--- config.mk ---
export PLATFORM = sky130hd
export DESIGN_NAME = cmp_timer
export DESIGN_NICKNAME = d
export VERILOG_FILES = /design/src/rtl/cmp_timer_pkg.sv /design/src/rtl/cmp_timer_regs.sv /design/src/rtl/cmp_timer_cmp.sv /design/src/rtl/cmp_timer_fsm.sv /design/src/rtl/cmp_timer.sv
export SDC_FILE = /design/constraint.sdc
export NUM_CORES = 1
export LEC_CHECK = 0
export ABC_AREA = 1
export BUFFER_PORTS_ARGS = -buffer_cell sky130_fd_sc_hd__buf_2
export CAP_MARGIN = 20
export CELL_PAD_IN_SITES_DETAIL_PLACEMENT = 0
export CELL_PAD_IN_SITES_GLOBAL_PLACEMENT = 1
export CORE_AREA = 2 2 273 275
export DETAILED_ROUTE_END_ITERATION = 10
export DIE_AREA = 0 0 275 277
export GPL_ROUTABILITY_DRIVEN = 0
export PLACE_DENSITY = 0.65
export SYNTH_ARGS = -nofsm -noshare
export SYNTH_HDL_FRONTEND = slang
export SYNTH_SLANG_ARGS = --single-unit
--- constraint.sdc ---
create_clock -name clk -period 5.61 [get_ports clk]
set_input_delay 0.2805 -clock clk [delete_from_list [all_inputs] [get_ports clk]]
set_output_delay 0.2805 -clock clk [all_outputs]
set_load 0.02 [all_outputs]
--- src/rtl/cmp_timer_pkg.sv ---
`timescale 1ns/1ps
package cmp_timer_pkg;

    typedef enum logic [1:0] {
        ST_OFF  = 2'd0,
        ST_WAIT = 2'd1,
        ST_FIRE = 2'd2,
        ST_HELD = 2'd3
    } tmr_state_e;

    localparam int SEL_W = 3;

    localparam logic [SEL_W-1:0] SEL_ABS = 3'd0;
    localparam logic [SEL_W-1:0] SEL_REL = 3'd1;
    localparam logic [SEL_W-1:0] SEL_CTL = 3'd2;
    localparam logic [SEL_W-1:0] SEL_OFS = 3'd3;

    localparam int CTL_EN_BIT   = 0;
    localparam int CTL_MASK_BIT = 1;
    localparam int CTL_STAT_BIT = 2;
    localparam int CTL_W        = 3;

endpackage

--- src/rtl/cmp_timer_regs.sv ---
`timescale 1ns/1ps
module cmp_timer_regs
    import cmp_timer_pkg::*;
#(
    parameter int CNT_W = 64,
    parameter int REL_W = 32
) (
    input  logic             clk,
    input  logic             rst_n,
    input  logic             wr_en,
    input  logic [SEL_W-1:0] sel,
    input  logic [CNT_W-1:0] wr_data,
    input  logic [CNT_W-1:0] count_now,
    output logic [CNT_W-1:0] cmp_q,
    output logic [CNT_W-1:0] off_q,
    output logic             en_q,
    output logic             mask_q,
    output logic [CNT_W-1:0] cmp_d,
    output logic [CNT_W-1:0] off_d,
    output logic             en_d,
    output logic             mask_d
);

    localparam int EXT_W = CNT_W - REL_W;

    logic [CNT_W-1:0] rel_ext;

    // sign-extend the relative distance to full count width
    assign rel_ext = {{EXT_W{wr_data[REL_W-1]}}, wr_data[REL_W-1:0]};

    always_comb begin
        cmp_d  = cmp_q;
        off_d  = off_q;
        en_d   = en_q;
        mask_d = mask_q;
        if (wr_en) begin
            case (sel)
                SEL_ABS: cmp_d = wr_data;
                SEL_REL: cmp_d = count_now + rel_ext;
                SEL_CTL: begin
                    en_d   = wr_data[CTL_EN_BIT];
                    mask_d = wr_data[CTL_MASK_BIT];
                end
                SEL_OFS: off_d = wr_data;
                default: ;
            endcase
        end
    end

    always_ff @(posedge clk) begin
        if (!rst_n) begin
            cmp_q  <= '0;
            off_q  <= '0;
            en_q   <= 1'b0;
            mask_q <= 1'b0;
        end else begin
            cmp_q  <= cmp_d;
            off_q  <= off_d;
            en_q   <= en_d;
            mask_q <= mask_d;
        end
    end

endmodule

--- src/rtl/cmp_timer_cmp.sv ---
`timescale 1ns/1ps
module cmp_timer_cmp #(
    parameter int CNT_W = 64,
    parameter int REL_W = 32
) (
    input  logic [CNT_W-1:0] sys_count,
    input  logic [CNT_W-1:0] off_q,
    input  logic [CNT_W-1:0] cmp_q,
    input  logic [CNT_W-1:0] off_d,
    input  logic [CNT_W-1:0] cmp_d,
    output logic [CNT_W-1:0] count_now,
    output logic [REL_W-1:0] rel_now,
    output logic             ge_next
);

    logic [CNT_W-1:0] count_next;
    logic [CNT_W-1:0] dist_now;

    // timer count seen with the registers as they stand
    assign count_now  = sys_count - off_q;
    assign dist_now   = cmp_q - count_now;
    assign rel_now    = dist_now[REL_W-1:0];

    // timer count seen with the registers as they will be after this edge
    assign count_next = sys_count - off_d;
    assign ge_next    = (count_next >= cmp_d);

endmodule

--- src/rtl/cmp_timer_fsm.sv ---
`timescale 1ns/1ps
module cmp_timer_fsm
    import cmp_timer_pkg::*;
(
    input  logic       clk,
    input  logic       rst_n,
    input  logic       en_d,
    input  logic       mask_d,
    input  logic       ge_d,
    output tmr_state_e state_q,
    output logic       irq,
    output logic       status
);

    tmr_state_e state_n;

    // transition selection, named per state
    always_comb begin
        state_n = state_q;
        unique case (state_q)
            ST_OFF: begin
                if (en_d)                 state_n = !ge_d ? ST_WAIT : (mask_d ? ST_HELD : ST_FIRE); // arm
            end
            ST_WAIT: begin
                if (!en_d)                state_n = ST_OFF;    // disarm
                else if (ge_d)            state_n = mask_d ? ST_HELD : ST_FIRE; // expire
            end
            ST_FIRE: begin
                if (!en_d)                state_n = ST_OFF;    // disarm
                else if (!ge_d)           state_n = ST_WAIT;   // rearm
                else if (mask_d)          state_n = ST_HELD;   // mask
            end
            ST_HELD: begin
                if (!en_d)                state_n = ST_OFF;    // disarm
                else if (!ge_d)           state_n = ST_WAIT;   // rearm
                else if (!mask_d)         state_n = ST_FIRE;   // unmask
            end
            default:                      state_n = ST_OFF;
        endcase
    end

    always_ff @(posedge clk) begin
        if (!rst_n) state_q <= ST_OFF;
        else        state_q <= state_n;
    end

    // Moore outputs
    always_comb begin
        irq    = 1'b0;
        status = 1'b0;
        unique case (state_q)
            ST_OFF:  ;
            ST_WAIT: ;
            ST_FIRE: begin irq = 1'b1; status = 1'b1; end
            ST_HELD: status = 1'b1;
            default: ;
        endcase
    end

endmodule

--- src/rtl/cmp_timer.sv ---
`timescale 1ns/1ps
module cmp_timer
    import cmp_timer_pkg::*;
#(
    parameter int CNT_W = 64,
    parameter int REL_W = 32
) (
    input  logic             clk,
    input  logic             rst_n,
    input  logic [CNT_W-1:0] sys_count,
    input  logic             wr_en,
    input  logic [SEL_W-1:0] sel,
    input  logic [CNT_W-1:0] wr_data,
    output logic [CNT_W-1:0] rd_data,
    output logic             irq_out
);

    logic [CNT_W-1:0] cmp_q, off_q, cmp_d, off_d;
    logic             en_q, mask_q, en_d, mask_d;
    logic [CNT_W-1:0] count_now;
    logic [REL_W-1:0] rel_now;
    logic             ge_next;
    logic             status;
    tmr_state_e       state_q;

    cmp_timer_regs #(.CNT_W(CNT_W), .REL_W(REL_W)) u_regs (
        .clk       (clk),
        .rst_n     (rst_n),
        .wr_en     (wr_en),
        .sel       (sel),
        .wr_data   (wr_data),
        .count_now (count_now),
        .cmp_q     (cmp_q),
        .off_q     (off_q),
        .en_q      (en_q),
        .mask_q    (mask_q),
        .cmp_d     (cmp_d),
        .off_d     (off_d),
        .en_d      (en_d),
        .mask_d    (mask_d)
    );

    cmp_timer_cmp #(.CNT_W(CNT_W), .REL_W(REL_W)) u_cmp (
        .sys_count (sys_count),
        .off_q     (off_q),
        .cmp_q     (cmp_q),
        .off_d     (off_d),
        .cmp_d     (cmp_d),
        .count_now (count_now),
        .rel_now   (rel_now),
        .ge_next   (ge_next)
    );

    cmp_timer_fsm u_fsm (
        .clk     (clk),
        .rst_n   (rst_n),
        .en_d    (en_d),
        .mask_d  (mask_d),
        .ge_d    (ge_next),
        .state_q (state_q),
        .irq     (irq_out),
        .status  (status)
    );

    // read multiplexer
    always_comb begin
        rd_data = '0;
        case (sel)
            SEL_ABS: rd_data = cmp_q;
            SEL_REL: rd_data = {{(CNT_W-REL_W){1'b0}}, rel_now};
            SEL_CTL: begin
                rd_data[CTL_EN_BIT]   = en_q;
                rd_data[CTL_MASK_BIT] = mask_q;
                rd_data[CTL_STAT_BIT] = status;
            end
            SEL_OFS: rd_data = off_q;
            default: rd_data = '0;
        endcase
    end

endmodule

==> results.sh <==
export IMPL_grt_overflow_total=0
export IMPL_grt_pass1_vias=28933
export IMPL_criticalPathCategory="reg -> reg"
export IMPL_htree_levels=4
export IMPL_synthXorXnorAreaFrac=0.0464
export IMPL_cts_tree="yes"
export IMPL_cp_required_ns=5.97
export IMPL_worstPathArrival_ns=5.96
export IMPL_relSlewSlack=0.215
export IMPL_status="finished, final reports clean"
export IMPL_hp_class="in -> reg"
export IMPL_synthArstFlopShare=0
export IMPL_synth_compound_area_frac=0.242
export IMPL_die_h_um=277
export IMPL_cpPeakStageDelay_ns=0.36
export IMPL_fin_skew_ns=0.0171
export IMPL_grt_pass1_wl_um=175000
export IMPL_synth_area_leaders="nand2_1, ha_1, dfxtp_1"
export IMPL_post_route_min_period_ns=5.60
export IMPL_nets=5334
export IMPL_reg2reg_depth=39
export IMPL_finalCritPeriodShare=0.998
export IMPL_dp_final_hpwl_um=104000
export IMPL_nFillCells=7829
export IMPL_setup_slack_ns=0.0130
export IMPL_synth_fa_ha_area_frac=0.157
export IMPL_die_w_um=275
export IMPL_grt_setup_unrepaired="true"
export IMPL_ir_drop_uv=232
export IMPL_cp_max_fo=4
export IMPL_endpoint_kind="register"
export IMPL_drt_first_pass_iters=6
export IMPL_dr_first_iter_drc_count=2768
export IMPL_core_area_um2=73600
export IMPL_via_per_inst=5.23
export IMPL_synth_top_area_frac=0.171
export IMPL_slew_viol_final=0
export IMPL_synth_distinct_cells=66
export IMPL_synth_nets=4465
export IMPL_synth_area_leader_cell="nand2_1"
export IMPL_holdBufCountCts=0
export IMPL_hold_viol_final=0
export IMPL_maxCapViolations=0
export IMPL_slowest_stage="dfxtp_2"
export IMPL_setup_viol=0
export IMPL_grt_max_degree=107
export IMPL_tns_ns=0
export IMPL_clk_latency_ns=0.50
export IMPL_start_util=0.315
export IMPL_synthSimpleGateAreaFrac=0.339
export IMPL_cts_sinks=132
export IMPL_final_util=0.464
export IMPL_drive_above_1_share=0.319
export IMPL_tightest_slew_ns=1.17
export IMPL_track_usage=0.311
export IMPL_cp_start_kind="register"
export IMPL_fp_dieArea_um2=76200
export IMPL_netlist_area_um2=23200
export IMPL_drc=0
export IMPL_ys_ff_latch=132
export IMPL_synthMuxAreaShare=0
export IMPL_io_pins=199
export IMPL_ant_nets=0
export IMPL_detailedPlace_worstSlack_ns=-0.954
export IMPL_clockRootBuffer="clkbuf_16"
export IMPL_p_leak_nw=16.0
export IMPL_max_clock_path_buffers=2
export IMPL_yosys_warnings=0
export IMPL_io_buffers=198
export IMPL_drt_wl_total_um=124000
export IMPL_cp_common_cell="nand2_2"
export IMPL_syn_instance_count=4042
export IMPL_clk_pin_slew_worst_paths_ns=0.07
export IMPL_syn_to_final_growth_pct=47.2
export IMPL_max_freq_mhz=179
export IMPL_synth_top_family_by_area="simple AND/OR/NAND/NOR gates"
export IMPL_holdPathStages=3
export IMPL_cts_buffers=17
export IMPL_seq_area_frac_synth=0.114
export IMPL_vias=30807
export IMPL_avgSynthCellArea_um2=5.73
export IMPL_drt_wirelength_per_cell_um=21.0
export IMPL_synth_main_ff_cell="dfxtp_1"
export IMPL_fp_row_count=100
export IMPL_antenna_found_initial=1
export IMPL_power_density_nw_per_um2=222
export IMPL_synth_edff_count=0
-- per-layer routing --
metal / global-route usage / vias up / part of all wire
met4: 0.101 / 0 / 0.036
met2: 0.464 / 1142 / 0.42
met3: 0.0488 / 170 / 0.079
li1: - / 15087 / -
met1: 0.450 / 14408 / 0.47
met5: 0 / - / 0
-- per-stage QoR --
step / cells / hold WS [ns] / area (um2) / power, mW
3_3_place_gp: 5817 / 0.474 / 30300 / 5.57
5_1_grt: 5894 / 0.0998 / 34100 / 8.01
2_1_floorplan: 4042 / 0.448 / 23200 / 3.46
4_1_cts: 5858 / 0.0685 / 31400 / 6.92
3_5_place_dp: 5817 / 0.474 / 30300 / 5.58
6_report: 5894 / 0.0810 / 34100 / 7.56
-- final timing paths --
kind | endpoint | slack [ns] | start
worst max-delay path | u_fsm.state_q[0] | 0.01 | u_regs.off_q[0]
worst min-delay path | u_regs.off_q[32] | 0.08 | wr_data[32]
worst max register to register | u_fsm.state_q[0] | 0.01 | u_regs.off_q[0]
worst min register to register | u_regs.cmp_q[44] | 0.49 | u_regs.cmp_q[44]
-- worst max-delay path: cells and delay by family, from the launching register on --
kind,cells,cell delay [ns]
compound gates,9,1.38
xor+xnor,1,0.09
fa+ha+maj,4,1.18
simple gates,20,1.89
flops,1,0.36
buf+inv,5,0.55
-- cells in the mapped netlist, types with 36 or more instances --
cell type,instances
a21oi_1,397
clkbuf_1,45
dfxtp_1,132
ha_1,285
inv_1,536
nand2_1,1057
nand3_1,153
nor2_1,528
nor3_1,36
o21ai_0,247
o21ai_1,66
o21bai_1,41
xor2_1,86
-- what timing repair did --
item,4_1_cts,5_1_grt
hold endpoints to repair,0,0
endpoints found under the setup margin,2,3
gates cloned,0,0
pin swaps,24,184
resized for setup,115,542
setup buffers,9,36
-- logic make-up after synthesis --
family	count (synthesis)
fa+ha+maj	289
flops	132
compound gates	971
xor+xnor	122
buf+inv	618
simple gates	1910
-- cell usage in the layout (no fill, tap or decap), types with 14 or more instances in the layout --
master / instances
ha_4: 68
a31oi_1: 15
a21oi_1: 320
o21ai_1: 72
nand4_1: 28
a21boi_1: 22
or2_2: 17
buf_2: 198
xor2_1: 64
nor3_1: 28
a21oi_4: 15
o21ai_0: 219
nand2_4: 18
o21bai_1: 33
nor2_4: 25
inv_1: 499
dfxtp_1: 120
buf_4: 704
o21a_1: 14
clkbuf_16: 17
xor2_2: 14
a21boi_0: 14
o211ai_1: 27
a21o_1: 32
nand2_2: 105
a21oi_2: 76
nand3_2: 24
a22oi_1: 14
nor2_2: 74
o21ai_2: 29
ha_1: 211
nor2_1: 441
nand2_1: 954
nand3_1: 131
xnor2_1: 31
inv_2: 45
-- cell type report --
type	count	area (um2)	area share
repair buffers	921	6550	0.192
flip-flops and latches	132	2660	0.0779
clock inverters	14	154	0.00451
well taps	969	1210	0.0356
diodes	1	2.50	0.0000734
clock buffers	18	439	0.0129
multi-input cells	3292	21000	0.617
inverters	547	2060	0.0604
-- registers in the layout (all words and copies together) (netlist names) --
| signal | cells |
|---|---|
| u_regs.cmp_q | 64 |
| u_regs.off_q | 64 |
| u_fsm.state_q | 2 |
| u_regs.en_q | 1 |
| u_regs.mask_q | 1 |
-- power by group --
part | internal, mW | total (mW) | switching (mW)
Clock | 0.670 | 1.23 | 0.558
Sequential | 0.981 | 1.01 | 0.0309
Combinational | 2.21 | 5.32 | 3.11
(Power assumes the default switching activity.)
